==> config.mk <==
export PLATFORM = sky130hd
export DESIGN_NAME = dacfe_top
export DESIGN_NICKNAME = d
export VERILOG_FILES = /design/src/rtl/dacfe_pkg.sv /design/src/rtl/dacfe_wdec.sv /design/src/rtl/dacfe_chan.sv /design/src/rtl/dacfe_top.sv
export SDC_FILE = /design/constraint.sdc
export NUM_CORES = 1
export LEC_CHECK = 0
export BUFFER_PORTS_ARGS = -buffer_cell sky130_fd_sc_hd__clkbuf_2
export CAP_MARGIN = 10
export CORE_UTILIZATION = 30
export DETAILED_ROUTE_END_ITERATION = 7
export SYNTH_ARGS = -nofsm -noshare
export SYNTH_HDL_FRONTEND = slang
export SYNTH_SLANG_ARGS = --single-unit
==> constraint.sdc <==
create_clock -name clk -period 6 [get_ports clk]
set_clock_uncertainty 0.05 [all_clocks]
set_input_delay 1.8 -clock clk [delete_from_list [all_inputs] [get_ports clk]]
set_output_delay 1.8 -clock clk [all_outputs]
set_load 0.02 [all_outputs]
==> src/rtl/dacfe_pkg.sv <==
package dacfe_pkg;
  localparam int REG_AW    = 8;
  localparam int SEL_W     = 3;
  localparam int CH_STRIDE = 16;

  localparam logic [REG_AW-1:0] A_CTRL     = 8'h00;
  localparam logic [REG_AW-1:0] A_SWTRIG   = 8'h04;
  localparam logic [REG_AW-1:0] A_CH0_BASE = 8'h08;
  localparam logic [REG_AW-1:0] A_CH1_BASE = 8'h14;
  localparam logic [REG_AW-1:0] A_DUAL     = 8'h20;
  localparam logic [REG_AW-1:0] A_CODE0    = 8'h2C;
  localparam logic [REG_AW-1:0] A_CODE1    = 8'h30;
  localparam logic [REG_AW-1:0] A_STAT     = 8'h34;

  // view offsets above each 12-bit right-aligned base
  localparam logic [REG_AW-1:0] STEP_L12 = 8'h04;
  localparam logic [REG_AW-1:0] STEP_R8  = 8'h08;

  typedef enum logic [1:0] {FMT_R12, FMT_L12, FMT_R8, FMT_NONE} fmt_e;

  // bit 0 en, bit 1 trig_en, [4:2] sel, bit 5 dma_en, bit 6 udr_ie
  typedef struct packed {
    logic             udr_ie;
    logic             dma_en;
    logic [SEL_W-1:0] sel;
    logic             trig_en;
    logic             en;
  } chan_cfg_t;

  localparam int CFG_W = $bits(chan_cfg_t);
endpackage

==> src/rtl/dacfe_wdec.sv <==
module dacfe_wdec
  import dacfe_pkg::*;
#(
  parameter int CODE_W = 12
) (
  input  logic              wr,
  input  logic [REG_AW-1:0] waddr,
  input  logic [31:0]       wdata,
  output logic [1:0]        load,
  output logic [CODE_W-1:0] val0,
  output logic [CODE_W-1:0] val1
);
  localparam int PAD_W = CODE_W - 8;

  function automatic fmt_e view_of(logic [REG_AW-1:0] a, logic [REG_AW-1:0] base);
    if (a == base)                 return FMT_R12;
    else if (a == base + STEP_L12) return FMT_L12;
    else if (a == base + STEP_R8)  return FMT_R8;
    else                           return FMT_NONE;
  endfunction

  function automatic logic [CODE_W-1:0] align(fmt_e f, logic [15:0] w);
    case (f)
      FMT_R12: return w[CODE_W-1:0];
      FMT_L12: return w[15 -: CODE_W];
      FMT_R8:  return {w[7:0], {PAD_W{1'b0}}};
      default: return '0;
    endcase
  endfunction

  fmt_e        f0, f1, fd;
  logic [15:0] lo_half, hi_half;

  always_comb begin
    f0 = view_of(waddr, A_CH0_BASE);
    f1 = view_of(waddr, A_CH1_BASE);
    fd = view_of(waddr, A_DUAL);
    load[0] = wr & ((f0 != FMT_NONE) | (fd != FMT_NONE));
    load[1] = wr & ((f1 != FMT_NONE) | (fd != FMT_NONE));
    if (fd == FMT_R8) begin
      lo_half = {8'h00, wdata[7:0]};
      hi_half = {8'h00, wdata[15:8]};
    end else begin
      lo_half = wdata[15:0];
      hi_half = wdata[31:16];
    end
    if (fd != FMT_NONE) begin
      val0 = align(fd, lo_half);
      val1 = align(fd, hi_half);
    end else begin
      val0 = align(f0, wdata[15:0]);
      val1 = align(f1, wdata[15:0]);
    end
  end
endmodule

==> src/rtl/dacfe_chan.sv <==
module dacfe_chan
  import dacfe_pkg::*;
#(
  parameter int CODE_W = 12,
  parameter int NUM_HW = 6
) (
  input  logic              clk,
  input  logic              rst_n,
  input  chan_cfg_t         cfg,
  input  logic [NUM_HW-1:0] hw_trig,
  input  logic              sw_trig,
  input  logic              load,
  input  logic [CODE_W-1:0] load_val,
  input  logic              dma_ack,
  input  logic              udr_clr,
  output logic [CODE_W-1:0] hold,
  output logic [CODE_W-1:0] code,
  output logic              dma_req,
  output logic              udr
);
  localparam logic [SEL_W-1:0] SW_SEL = SEL_W'(NUM_HW);

  logic pend_q;
  logic hw_hit, sw_hit, xfer, dma_fire;

  always_comb begin
    hw_hit = 1'b0;
    for (int i = 0; i < NUM_HW; i++) begin
      if (cfg.sel == SEL_W'(i) && hw_trig[i]) hw_hit = 1'b1;
    end
    hw_hit   = hw_hit & cfg.en & cfg.trig_en;
    sw_hit   = cfg.en & cfg.trig_en & (cfg.sel == SW_SEL) & sw_trig;
    xfer     = cfg.en & ((~cfg.trig_en & pend_q) | hw_hit | sw_hit);
    dma_fire = hw_hit & cfg.dma_en;
  end

  always_ff @(posedge clk) begin
    if (!rst_n) begin
      hold   <= '0;
      pend_q <= 1'b0;
      code   <= '0;
    end else begin
      if (load) hold <= load_val;
      pend_q <= load & cfg.en & ~cfg.trig_en;
      if (xfer) code <= hold;
    end
  end

  always_ff @(posedge clk) begin
    if (!rst_n) begin
      dma_req <= 1'b0;
      udr     <= 1'b0;
    end else begin
      if (dma_fire) dma_req <= 1'b1;
      else if (dma_ack) dma_req <= 1'b0;
      if (dma_fire && dma_req && !dma_ack) udr <= 1'b1;
      else if (udr_clr) udr <= 1'b0;
    end
  end

  assert_req_from_hw_R8: assert property (@(posedge clk) disable iff (!rst_n)
    $rose(dma_req) |-> $past(|hw_trig));
  assert_ack_drops_req_R8: assert property (@(posedge clk) disable iff (!rst_n)
    dma_req && dma_ack && !dma_fire |=> !dma_req);
  assert_udr_needs_pending_R9: assert property (@(posedge clk) disable iff (!rst_n)
    $rose(udr) |-> $past(dma_req));
  assert_code_needs_enable_R4: assert property (@(posedge clk) disable iff (!rst_n)
    !$stable(code) |-> $past(cfg.en));
endmodule

==> src/rtl/dacfe_top.sv <==
module dacfe_top
  import dacfe_pkg::*;
#(
  parameter int CODE_W = 12,
  parameter int NUM_HW = 6
) (
  input  logic                clk,
  input  logic                rst_n,
  input  logic                reg_wr,
  input  logic [REG_AW-1:0]   reg_waddr,
  input  logic [31:0]         reg_wdata,
  input  logic [REG_AW-1:0]   reg_raddr,
  output logic [31:0]         reg_rdata,
  input  logic [NUM_HW-1:0]   hw_trig,
  input  logic [1:0]          dma_ack,
  output logic [1:0]          dma_req,
  output logic [1:0]          irq,
  output logic [2*CODE_W-1:0] dac_code
);
  localparam int NCH = 2;

  chan_cfg_t         cfg_q [NCH];
  logic [NCH-1:0]    sw_q;
  logic [NCH-1:0]    load_w, udr_w, udr_clr;
  logic [CODE_W-1:0] ld_val [NCH];
  logic [CODE_W-1:0] hold_w [NCH];
  logic [CODE_W-1:0] code_w [NCH];
  logic              ctrl_wr, sw_wr, stat_wr;

  assign ctrl_wr = reg_wr && (reg_waddr == A_CTRL);
  assign sw_wr   = reg_wr && (reg_waddr == A_SWTRIG);
  assign stat_wr = reg_wr && (reg_waddr == A_STAT);

  dacfe_wdec #(.CODE_W(CODE_W)) u_wdec (
    .wr    (reg_wr),
    .waddr (reg_waddr),
    .wdata (reg_wdata),
    .load  (load_w),
    .val0  (ld_val[0]),
    .val1  (ld_val[1])
  );

  always_ff @(posedge clk) begin
    if (!rst_n) begin
      for (int c = 0; c < NCH; c++) cfg_q[c] <= '0;
      sw_q <= '0;
    end else begin
      for (int c = 0; c < NCH; c++) begin
        if (ctrl_wr) begin
          chan_cfg_t nx;
          nx = chan_cfg_t'(reg_wdata[c*CH_STRIDE +: CFG_W]);
          cfg_q[c].en     <= nx.en;
          cfg_q[c].dma_en <= nx.dma_en;
          cfg_q[c].udr_ie <= nx.udr_ie;
          if (!cfg_q[c].en) begin
            cfg_q[c].trig_en <= nx.trig_en;
            cfg_q[c].sel     <= nx.sel;
          end
        end
      end
      // software bits live for exactly one cycle
      sw_q <= sw_wr ? reg_wdata[NCH-1:0] : '0;
    end
  end

  for (genvar c = 0; c < NCH; c++) begin : g_ch
    assign udr_clr[c] = stat_wr & reg_wdata[c*CH_STRIDE];

    dacfe_chan #(.CODE_W(CODE_W), .NUM_HW(NUM_HW)) u_chan (
      .clk      (clk),
      .rst_n    (rst_n),
      .cfg      (cfg_q[c]),
      .hw_trig  (hw_trig),
      .sw_trig  (sw_q[c]),
      .load     (load_w[c]),
      .load_val (ld_val[c]),
      .dma_ack  (dma_ack[c]),
      .udr_clr  (udr_clr[c]),
      .hold     (hold_w[c]),
      .code     (code_w[c]),
      .dma_req  (dma_req[c]),
      .udr      (udr_w[c])
    );

    assign irq[c] = udr_w[c] & cfg_q[c].udr_ie;
    assign dac_code[c*CODE_W +: CODE_W] = code_w[c];

    assert_sel_locked_R7: assert property (@(posedge clk) disable iff (!rst_n)
      $past(cfg_q[c].en) |-> ($stable(cfg_q[c].sel) && $stable(cfg_q[c].trig_en)));
    assert_sw_self_clear_R6: assert property (@(posedge clk) disable iff (!rst_n)
      sw_q[c] && !(sw_wr && reg_wdata[c]) |=> !sw_q[c]);
    assert_irq_needs_flag_R10: assert property (@(posedge clk) disable iff (!rst_n)
      $rose(irq[c]) |-> (udr_w[c] && cfg_q[c].udr_ie));
  end

  always_comb begin
    reg_rdata = '0;
    if (reg_raddr == A_CTRL) begin
      for (int c = 0; c < NCH; c++) reg_rdata[c*CH_STRIDE +: CFG_W] = cfg_q[c];
    end else if (reg_raddr == A_SWTRIG) begin
      reg_rdata[NCH-1:0] = sw_q;
    end else if (reg_raddr == A_CH0_BASE) begin
      reg_rdata[CODE_W-1:0] = hold_w[0];
    end else if (reg_raddr == A_CH1_BASE) begin
      reg_rdata[CODE_W-1:0] = hold_w[1];
    end else if (reg_raddr == A_CODE0) begin
      reg_rdata[CODE_W-1:0] = code_w[0];
    end else if (reg_raddr == A_CODE1) begin
      reg_rdata[CODE_W-1:0] = code_w[1];
    end else if (reg_raddr == A_STAT) begin
      for (int c = 0; c < NCH; c++) reg_rdata[c*CH_STRIDE] = udr_w[c];
    end
  end
endmodule

Yosys cells after proc, flatten, opt, wreduce, memory -nomap -nowiden
Memories as Yosys holds them, arrays and structs flattened.
Cells that the tools add are included.
{ "classes": {"n_eq_ne": 38, "order_cmp": 0, "n_reduce_logical": 33, "n_bitwise": 44, "div": 0, "n_addsub": 0, "shift": 0, "n_mux": 77, "n_mul": 0} }
{ "ops": {"columns": ["operator", "n"], "rows": [
  ["$pmux 12 s3", 4],
  ["$mux 12", 5],
  ["$eq 8x6->1 const B", 7],
  ["$mux 1", 52],
  ["$eq 8x5->1 const B", 5],
  ["$mux 16", 2],
  ["$and 1x1->1", 26],
  ["$eq 8x4->1 const B", 3],
  ["$logic_and 1x1->1", 19],
  ["$eq 3x3->1 const B", 6],
  ["$eq 8x3->1 const B", 2],
  ["$logic_not 8->1", 2],
  ["$or 1x1->1", 16],
  ["$mux 2", 7],
  ["$eq 3x2->1 const B", 4],
  ["$mux 11", 1],
  ["$mux 10", 1],
  ["$reduce_bool 2->1", 4],
  ["$mux 7", 1],
  ["$eq 2x1->1 const B", 3],
  ["$eq 2x2->1 const B", 3],
  ["$eq 3x1->1 const B", 2],
  ["$logic_not 2->1", 3],
  ["$logic_not 3->1", 2],
  ["7 further kinds", 12]
]} }
{ "word_totals": {"rom_bits": 0, "ramBits": 14, "latch_bits": 0, "word_cells": 204, "reg_bits": 56, "n_memories": 1} }
{ "memory_table": {"columns": ["name", "depth", "width", "read_ports", "rd_ports_with_merged_regs", "wr", "line", "rtl"], "rows": [
  ["cfg_q", 2, 7, 2, 0, 2, "dacfe_top.sv:22", "chan_cfg_t cfg_q [NCH];"]
]} }

Longest topological paths before layout
Gate-level depths: netlist (run 1).
An unclocked memory read counts as a cell.
{ "depth": {"depth_word": 15, "ltp_mapped": 8, "mapped_depth_nobuf": 5} }

Cells and area by module
A second synthesis (run 1) with hierarchy kept.
{ "hier_totals": {"cells_unflattened": 532, "area_unflattened_um2": 4647.0} }
{ "modules_own_cells": {"columns": ["module", "seq_area_each_um2", "instances", "cells_each", "area_each_um2"], "rows": [
  ["dacfe_chan", 540.5, 2, 112, 1086.0],
  ["dacfe_top", 460.4, 1, 178, 1477.7],
  ["dacfe_wdec", 0.0, 1, 130, 997.2]
]} }

Least setup slack after synthesis (run 1)
OpenSTA, ideal clock, no wires.
{ "synth_timing": {"path_kind": "input-to-output", "from": "input port reg_raddr[3]", "to": "output port reg_rdata[0]", "setup_slack_ps": 900, "path_buffers": 2, "t_required_ps": 4150, "stages": 6, "arrival_ps": 3250, "path_cell_list": "buf_2 nor3b_1 and2_1 clkbuf_1 a22oi_1 o21ai_0"} }
{ "synth_via": {"elab_chain_len": 8, "word_cells_on_any_way": 14} }
{ "synth_rtl": {"columns": ["element", "line", "rtl"], "rows": [
  ["start, declared", "dacfe_top.sv:12", "input logic [REG_AW-1:0] reg_raddr,"],
  ["$eq 8x6->1", "dacfe_top.sv:110", "end else if (reg_raddr == A_STAT) begin"],
  ["$mux 1", "dacfe_top.sv:110", null],
  ["$mux 1", "dacfe_top.sv:108", "end else if (reg_raddr == A_CODE1) begin"],
  ["$mux 12", "dacfe_top.sv:106", "end else if (reg_raddr == A_CODE0) begin"],
  ["$mux 12", "dacfe_top.sv:104", "end else if (reg_raddr == A_CH1_BASE) begin"],
  ["$mux 12", "dacfe_top.sv:102", "end else if (reg_raddr == A_CH0_BASE) begin"],
  ["$mux 2", "dacfe_top.sv:100", "end else if (reg_raddr == A_SWTRIG) begin"],
  ["$mux 7 (*)", "dacfe_top.sv:98", "if (reg_raddr == A_CTRL) begin"],
  ["end, declared", "dacfe_top.sv:13", "output logic [31:0] reg_rdata,"]
]} }
Mark *: on every way between the ends. The rest lies on a longest branch, timed or not.

Final worst setup path (run 1)
{ "layout_timing": {"from": "input port reg_raddr[7]", "to": "output port reg_rdata[5]"} }
{ "layout_via": {"elab_chain_len": 7, "word_cells_on_any_way": 12} }
{ "layout_rtl": {"columns": ["element", "line"], "rows": [
  ["$eq 8x6->1", "dacfe_top.sv:108"],
  ["$mux 11", "dacfe_top.sv:108"],
  ["$mux 12", "dacfe_top.sv:106"],
  ["$mux 12", "dacfe_top.sv:104"],
  ["$mux 12", "dacfe_top.sv:102"],
  ["$mux 10", "dacfe_top.sv:100"],
  ["$mux 7 (*)", "dacfe_top.sv:98"]
]} }
Marks and branches as above.

==> results of run 1 <==
-- flip-flops by register name (all words and copies together) (netlist names) --
register and flops:
g_ch.u_chan.dma_req 2, sw_q 2, g_ch.u_chan.udr 2, g_ch.u_chan.code 24, g_ch.u_chan.hold 24, g_ch.u_chan.pend_q 2, cfg_q 14
-- routing by layer --
layer,wire length (µm),share of wire
met1,5980,0.42
met2,7010,0.50
met3,825,0.058
met4,309,0.022
met5,0,0
-- power by group through the flow --
stage | Combinational, mW | Clock (mW) | Sequential [mW]
after floorplan | 0.0804 | 0 | 0.500
after global placement | 0.120 | 0 | 0.503
after detailed placement | 0.123 | 0 | 0.503
after CTS | 0.123 | 0.543 | 0.493
after global routing | 0.134 | 0.566 | 0.494
final | 0.125 | 0.535 | 0.493
-- critical path: stages --
cell	delay [ns]
clkbuf_2	0.11
or4_4	0.57
nor4_4	0.68
a21oi_1	0.13
o21ai_2	0.09
a22o_1	0.16
clkbuf_2	0.17
-- Yosys cell counts, types with 7 or more instances --
cell,count,area (µm²)
a21oi_1,32,160
a222oi_1,7,70.1
a22o_1,7,61.3
a22oi_1,31,233
a31oi_1,7,43.8
and2_1,24,150
buf_2,13,65.1
buf_4,21,158
clkbuf_1,14,52.6
dfxtp_1,56,1120
edfxtp_1,14,420
mux2i_1,19,190
nand2_1,51,191
nand2b_1,8,50.1
nand3_1,34,170
nor2_1,11,41.3
o21ai_0,25,125
o21ai_1,33,165
o22ai_1,12,75.1
-- layout make-up --
cell class / instances / area share
clock buffer: 12 / 0.0504
clock inverter: 4 / 0.0103
inverter: 3 / 0.00221
multi-input combinational: 389 / 0.483
sequential: 70 / 0.303
tap: 180 / 0.0442
timing repair buffer: 108 / 0.108
-- worst paths after layout --
check,endpoint,depth (start not counted),slack [ns],from
hold reg to reg,g_ch[0].u_chan.code[4]$_SDFFE_PN0P_,2,0.41,g_ch[0].u_chan.hold[4]$_SDFFE_PN0N_
setup reg to reg,g_ch[0].u_chan.code[10]$_SDFFE_PN0P_,5,3.84,cfg_q[0][2]$_SDFFCE_PN0P_
hold / removal,g_ch[0].u_chan.code[4]$_SDFFE_PN0P_,2,0.41,g_ch[0].u_chan.hold[4]$_SDFFE_PN0N_
setup / recovery,reg_rdata[5],7,0.44,reg_raddr[7]
-- cell families (layout without fill, tap and decap cells) --
logic type,Yosys count,after routing,share of synthesized area
xor+xnor,1,1,0.00205
compound gates,180,180,0.271
buf+inv,56,127,0.0749
flops,70,70,0.361
other cells,1,13,0.000877
simple gates,171,171,0.233
mux,24,24,0.0577
-- through the flow --
| step | utilization | hold slack, ns | setup WS (ns) |
|---|---|---|---|
| finish | 0.367 | 0.411 | 0.441 |
| global route | 0.367 | 0.446 | 0.373 |
| CTS | 0.367 | 0.419 | 0.473 |
| detailed placement | 0.345 | 0.412 | 0.468 |
| global placement | 0.345 | 0.405 | 0.570 |
| floorplan | - | 0.388 | 0.900 |
==> insert_results.sql, run 1 <==
INSERT INTO impl_metrics (metric_group, metric, value, unit) VALUES
('yosys', 'postSynthRegisterBits', '70', ''),
('timing', 'rsz_0062_raised_after_global_routing', 'false', ''),
('detailed_routing', 'drtAntennaViolNets', '0', ''),
('global_routing', 'met3_usage', '0.0367', ''),
('finish', 'num_antenna_cells', '0', ''),
('finish', 'regArea', '1540', 'µm²'),
('clock_tree', 'post_cts.repair.setup_buffers', '0', ''),
('power_and_ir_drop', 'p_sw', '280', 'µW'),
('power_and_ir_drop', 'switching_share', '0.243', ''),
('global_routing', 'grt_start_max_net_pins', '77', ''),
('global_routing', 'global_route.peak_usage_layer', 'met2', ''),
('clock_tree', 'tritoncts_num_sinks', '70', ''),
('global_routing', 'grt_pass1_wl', '21700', 'µm'),
('floorplanning', 'floorplan.die.height', '121', 'µm'),
('placement', 'place_inst', '750', ''),
('setup_path', 'start_kind', 'primary input', ''),
('finish', 'final_net_count', '640', ''),
('power_and_ir_drop', 'peakVddDrop', '0.000128', 'V'),
('floorplanning', 'core_area', '13900', 'µm²'),
('placement', 'post_dp_cell_area', '4780', 'µm²'),
('detailed_routing', 'detail_route.vias_per_cell', '5.58', ''),
('yosys', 'synth_edf_count', '14', ''),
('detailed_routing', 'detailedRoute.firstIterationViolations', '469', ''),
('timing', 'achievable-frequency', '0.180', 'GHz'),
('finish', 'layout_common_cells', 'clkbuf_2 (105), dfxtp_1 (56), nand2_1 (51)', ''),
('yosys', 'syn_avg_cell_area', '8.50', 'µm²'),
('timing', 'report.final.setup_viol', '0', ''),
('floorplanning', 'dieArea', '14700', 'µm²'),
('timing', 'timing_hold_violations_final', '0', ''),
('clock_tree', 'cts_tree', 'yes', ''),
('power_and_ir_drop', 'comb_power_share', '0.108', ''),
('clock_tree', 'clkSlewWorstSetupHoldPaths', '0.06', 'ns'),
('timing', 'finalCriticalPeriod', '5.56', 'ns'),
('detailed_routing', 'drt_pass1_iterations', '6', ''),
('job', 'drv_cap', '0', ''),
('power_and_ir_drop', 'clkPwrFrac', '0.464', ''),
('detailed_routing', 'dr_total_vias', '4276', ''),
('global_routing', 'globalRouteOverflowTotal', '0', ''),
('finish', 'post-route-cell-area', '5090', 'µm²'),
('clock_tree', 'postCtsHoldBufs', '0', ''),
('setup_path', 'setup.worst_path.end_class', 'output port', ''),
('outcome', 'run_status', 'complete, no violations', ''),
('power_and_ir_drop', 'p_per_area', '226', 'nW/µm²'),
('detailed_routing', 'detail_route.drc_violations', '0', ''),
('setup_path', 'arrival', '3.71', 'ns'),
('setup_path', 'timing.critical_path.fanout_max', '12', ''),
('finish', 'multiInputGateArea', '2460', 'µm²'),
('yosys', 'yosys_warnings', '0', ''),
('yosys', 'synth.lib_cells_used.distinct', '60', ''),
('global_routing', 'number_of_global_route_vias_before_repair', '4062', ''),
('clock_tree', 'ctsHtreeMaxLevel', '3', ''),
('power_and_ir_drop', 'p_int', '874', 'µW'),
('setup_path', 'worstPathRequired', '4.15', 'ns'),
('clock_tree', 'post_cts_resize_count', '0', ''),
('yosys', 'syn-cell-area', '4270', 'µm²'),
('finish', 'share_of_layout_cells_above_drive_strength_1', '0.241', ''),
('finish', 'area.growth.synth_to_final', '19.1', '%'),
('clock_tree', 'clk_path_buf_depth', '2', ''),
('global_routing', 'globalRouteMet2Util', '0.325', ''),
('yosys', 'synth_seq_area_share', '0.361', ''),
('floorplanning', 'rows', '43', ''),
('timing', 'period_share', '0.926', ''),
('clock_tree', 'cts.root.buffer_cell', 'clkbuf_16', ''),
('placement', 'dp.final_hpwl', '10700', 'µm'),
('detailed_routing', 'wl', '14100', 'µm'),
('power_and_ir_drop', 'power_leakage', '1.90', 'nW'),
('global_routing', 'gr-usage-all-layers', '0.192', ''),
('yosys', 'netlist_instances', '503', ''),
('floorplanning', 'initial_utilization', '0.308', ''),
('yosys', 'synth-async-reset-ratio', '0', ''),
('timing', 'fin_setup_tns', '0', 'ns');
Power figures use the tool's default switching activity.
==> run 2, diff against run 1 <==
- clock period: 6 -> 5.42 ns (I/O delays scaled with it)
==> run 2 against run 1 <==
Global-route usage up 0.14 points. Core utilization grew 0.26 points. Combinational power is 9.6% higher. First-iteration DRC count down 13%. Die area stayed put. Via count shrank 0.44%. Non-clock buffer count grew 3. Critical path depth is 2 lower. Worst hold slack improved by 0.0075 ns. Flip-flop and latch count unchanged. Sequential share of layout area shrank 0.21 points. Largest cell class unchanged. Largest power group unchanged.
==> insert_results.sql, run 2 (synthesized netlist as in run 1, its figures left out) <==
INSERT INTO impl_metrics (metric_group, metric, value, unit) VALUES
('detailed_routing', 'wl_met2', '6790', 'µm'),
('clock_tree', 'post_cts.repair.setup_buffers', '0', ''),
('power_and_ir_drop', 'peakVddDrop', '0.000139', 'V'),
('placement', 'place.port_buffers', '105', ''),
('power_and_ir_drop', 'clkPwrFrac', '0.481', ''),
('setup_path', 'r2r_cells', '5', ''),
('detailed_routing', 'wl_per_cell', '18.1', 'µm'),
('setup_path', 'logic_depth_of_the_worst_path_buffers_included', '5', ''),
('clock_tree', 'cts.root.buffer_cell', 'clkbuf_16', ''),
('global_routing', 'number_of_antenna_violations_at_the_first_check_in_global_routing', '0', ''),
('finish', 'multiInputGateArea', '2460', 'µm²'),
('timing', 'period_share', '0.916', ''),
('finish', 'fill_cells', '1448', ''),
('setup_path', 'critPathTopFamily', 'simple AND/OR/NAND/NOR gates', ''),
('detailed_routing', 'topRoutingLayerUsed', 'met4', ''),
('setup_path', 'arrival', '3.29', 'ns'),
('power_and_ir_drop', 'comb_power_share', '0.104', ''),
('clock_tree', 'post_cts_resize_count', '0', ''),
('finish', 'num_antenna_cells', '0', ''),
('clock_tree', 'ctsHtreeMaxLevel', '3', ''),
('setup_path', 'worstPathRequired', '3.74', 'ns'),
('power_and_ir_drop', 'p_per_area', '257', 'nW/µm²'),
('detailed_routing', 'drtAntennaViolNets', '0', ''),
('floorplanning', 'initial_utilization', '0.308', ''),
('clock_tree', 'postCtsHoldBufs', '0', ''),
('detailed_routing', 'detail_route.drc_violations', '0', ''),
('power_and_ir_drop', 'p_sw', '315', 'µW'),
('power_and_ir_drop', 'switching_share', '0.239', ''),
('power_and_ir_drop', 'power_leakage', '1.92', 'nW'),
('floorplanning', 'chipWidth', '121', 'µm'),
('timing', 'finalCriticalPeriod', '4.97', 'ns'),
('global_routing', 'globalRouteOverflowTotal', '0', ''),
('floorplanning', 'boundaryPins', '119', ''),
('setup_path', 'slowest_stage', 'or4_1', ''),
('placement', 'place_inst', '753', ''),
('setup_path', 'path_buf_inv', '2', ''),
('floorplanning', 'floorplan.die.height', '121', 'µm'),
('placement', 'globalplace.congestion', '0.879', ''),
('detailed_routing', 'detailedRoute.firstIterationViolations', '407', ''),
('setup_path', 'r2r_start', 'cfg_q[0][2]$_SDFFCE_PN0P_', ''),
('clock_tree', 'tritoncts_num_sinks', '70', ''),
('detailed_routing', 'wl_met3', '973', 'µm'),
('finish', 'layout_top_registers', 'g_ch.u_chan.code x24, g_ch.u_chan.hold x24, cfg_q x14', ''),
('detailed_routing', 'routedLengthMet1', '5830', 'µm'),
('power_and_ir_drop', 'p_int', '1.00', 'mW'),
('setup_path', 'critical_path_s_largest_stage_delay', '0.72', 'ns'),
('setup_path', 'setup.reg_to_reg.worst_slack', '3.25', 'ns'),
('clock_tree', 'clk_path_buf_depth', '2', ''),
('timing', 'timing_hold_violations_final', '0', ''),
('clock_tree', 'worst_skew_pair.late_latency', '0.33', 'ns'),
('detailed_routing', 'dr_total_vias', '4257', ''),
('clock_tree', 'clkSlewWorstSetupHoldPaths', '0.06', 'ns'),
('global_routing', 'gr-usage-all-layers', '0.193', ''),
('timing', 'worst-slew-pin-transition', '1.07', 'ns'),
('floorplanning', 'rows', '43', ''),
('setup_path', 'timing.critical_path.fanout_max', '7', ''),
('global_routing', 'grt_start_max_net_pins', '77', ''),
('power_and_ir_drop', 'seq_power_share', '0.415', ''),
('setup_path', 'worst_r2r_endpoint', 'g_ch[0].u_chan.code[10]$_SDFFE_PN0P_', ''),
('hold_path', 'min_path_type', 'flop to flop', ''),
('placement', 'dp.final_hpwl', '10700', 'µm'),
('outcome', 'run_status', 'complete, no violations', ''),
('timing', 'report.final.setup_viol', '0', ''),
('setup_path', 'worstSetupStartpoint', 'reg_raddr[1]', ''),
('setup_path', 'crit_type', 'primary input to output port', ''),
('timing', 'timing.slew.headroom', '0.288', ''),
('power_and_ir_drop', 'power.total', '1.32', 'mW'),
('global_routing', 'grt_pass1_wl', '21700', 'µm'),
('finish', 'share_of_layout_cells_above_drive_strength_1', '0.244', ''),
('finish', 'final_cells', '769', ''),
('setup_path', 'worst_setup_path_endpoint', 'reg_rdata[5]', ''),
('detailed_routing', 'wl', '13900', 'µm'),
('finish', 'regArea', '1540', 'µm²'),
('setup_path', 'crit_chain', 'clkbuf_2 > or4_1 > nor2_1 > a22o_1 > clkbuf_2', ''),
('floorplanning', 'core_area', '13900', 'µm²'),
('detailed_routing', 'detail_route.vias_per_cell', '5.54', ''),
('floorplanning', 'dieArea', '14700', 'µm²'),
('job', 'drv_cap', '0', ''),
('global_routing', 'number_of_global_route_vias_before_repair', '4128', ''),
('setup_path', 'worst_path_most_repeated_cell', 'clkbuf_2', ''),
('timing', 'rsz_0062_raised_after_global_routing', 'false', ''),
('finish', 'area.growth.synth_to_final', '20.0', '%'),
('timing', 'timing_max_transition_violations_final', '0', ''),
('setup_path', 'start_kind', 'primary input', ''),
('finish', 'mostFrequentLayoutCell', 'clkbuf_2', ''),
('timing', 'fin_setup_tns', '0', 'ns'),
('detailed_routing', 'drt_pass1_iterations', '7', ''),
('clock_tree', 'cts-buffers-inserted', '9', ''),
('finish', 'layout_common_cells', 'clkbuf_2 (105), dfxtp_1 (56), nand2_1 (51)', ''),
('clock_tree', 'cts_tree', 'yes', ''),
('setup_path', 'setup.worst_path.end_class', 'output port', ''),
('timing', 'achievable-frequency', '0.201', 'GHz'),
('finish', 'final_net_count', '643', '');
## run 2: power groups by stage
stage	Sequential, mW	Clock, mW	Combinational [mW]
after floorplan	0.554	0	0.0890
after CTS	0.546	0.645	0.135
after detailed placement	0.557	0	0.135
after global placement	0.557	0	0.132
final	0.546	0.633	0.137
after global routing	0.547	0.667	0.148
## run 2: worst min path at each step
| stage | slack [ns] | to | cells past startpoint | from |
|---|---|---|---|---|
| 6_report | 0.42 | g_ch[0].u_chan.code[6]$_SDFFE_PN0P_ | 2 | g_ch[0].u_chan.hold[6]$_SDFFE_PN0N_ |
| 2_1_floorplan | 0.39 | g_ch[0].u_chan.code[0]$_SDFFE_PN0P_ | 2 | g_ch[0].u_chan.hold[0]$_SDFFE_PN0N_ |
| 4_1_cts | 0.42 | g_ch[0].u_chan.code[6]$_SDFFE_PN0P_ | 2 | g_ch[0].u_chan.hold[6]$_SDFFE_PN0N_ |
| 5_1_grt | 0.45 | g_ch[1].u_chan.code[3]$_SDFFE_PN0P_ | 2 | g_ch[1].u_chan.hold[3]$_SDFFE_PN0N_ |
| 3_3_place_gp | 0.41 | g_ch[0].u_chan.code[6]$_SDFFE_PN0P_ | 2 | g_ch[0].u_chan.hold[6]$_SDFFE_PN0N_ |
| 3_5_place_dp | 0.41 | g_ch[0].u_chan.code[6]$_SDFFE_PN0P_ | 2 | g_ch[0].u_chan.hold[6]$_SDFFE_PN0N_ |
## run 2: area by class of cell
| class | instances | share of cell area |
|---|---|---|
| clock buffer | 11 | 0.0473 |
| clock inverter | 5 | 0.0156 |
| inverter | 3 | 0.00220 |
| multi-input combinational | 389 | 0.479 |
| sequential | 70 | 0.301 |
| tap | 180 | 0.0439 |
| timing repair buffer | 111 | 0.111 |
## run 2: worst reg2reg max path: stages, from the launching register on
cell,delay (ns)
edfxtp_1,0.50
mux2i_1,0.29
o22ai_1,0.13
o221ai_2,0.84
nand3_1,0.18
o21ai_1,0.11
## run 2: metrics by stage
stage	instance area (µm²)	hold WS (ns)	worst slack (ns)	utilization
after detailed placement	4810	0.410	0.405	0.346
after CTS	5130	0.425	0.406	0.369
after floorplan	4320	0.388	0.668	-
after global routing	5130	0.454	0.320	0.369
after global placement	4810	0.412	0.432	0.346
final	5130	0.418	0.455	0.369
## run 2: layer usage
metal / global-route usage / vias to the layer above
li1: - / 2044
met2: 0.332 / 171
met4: 0.0718 / 0
met5: 0 / -
met3: 0.0428 / 22
met1: 0.233 / 2020
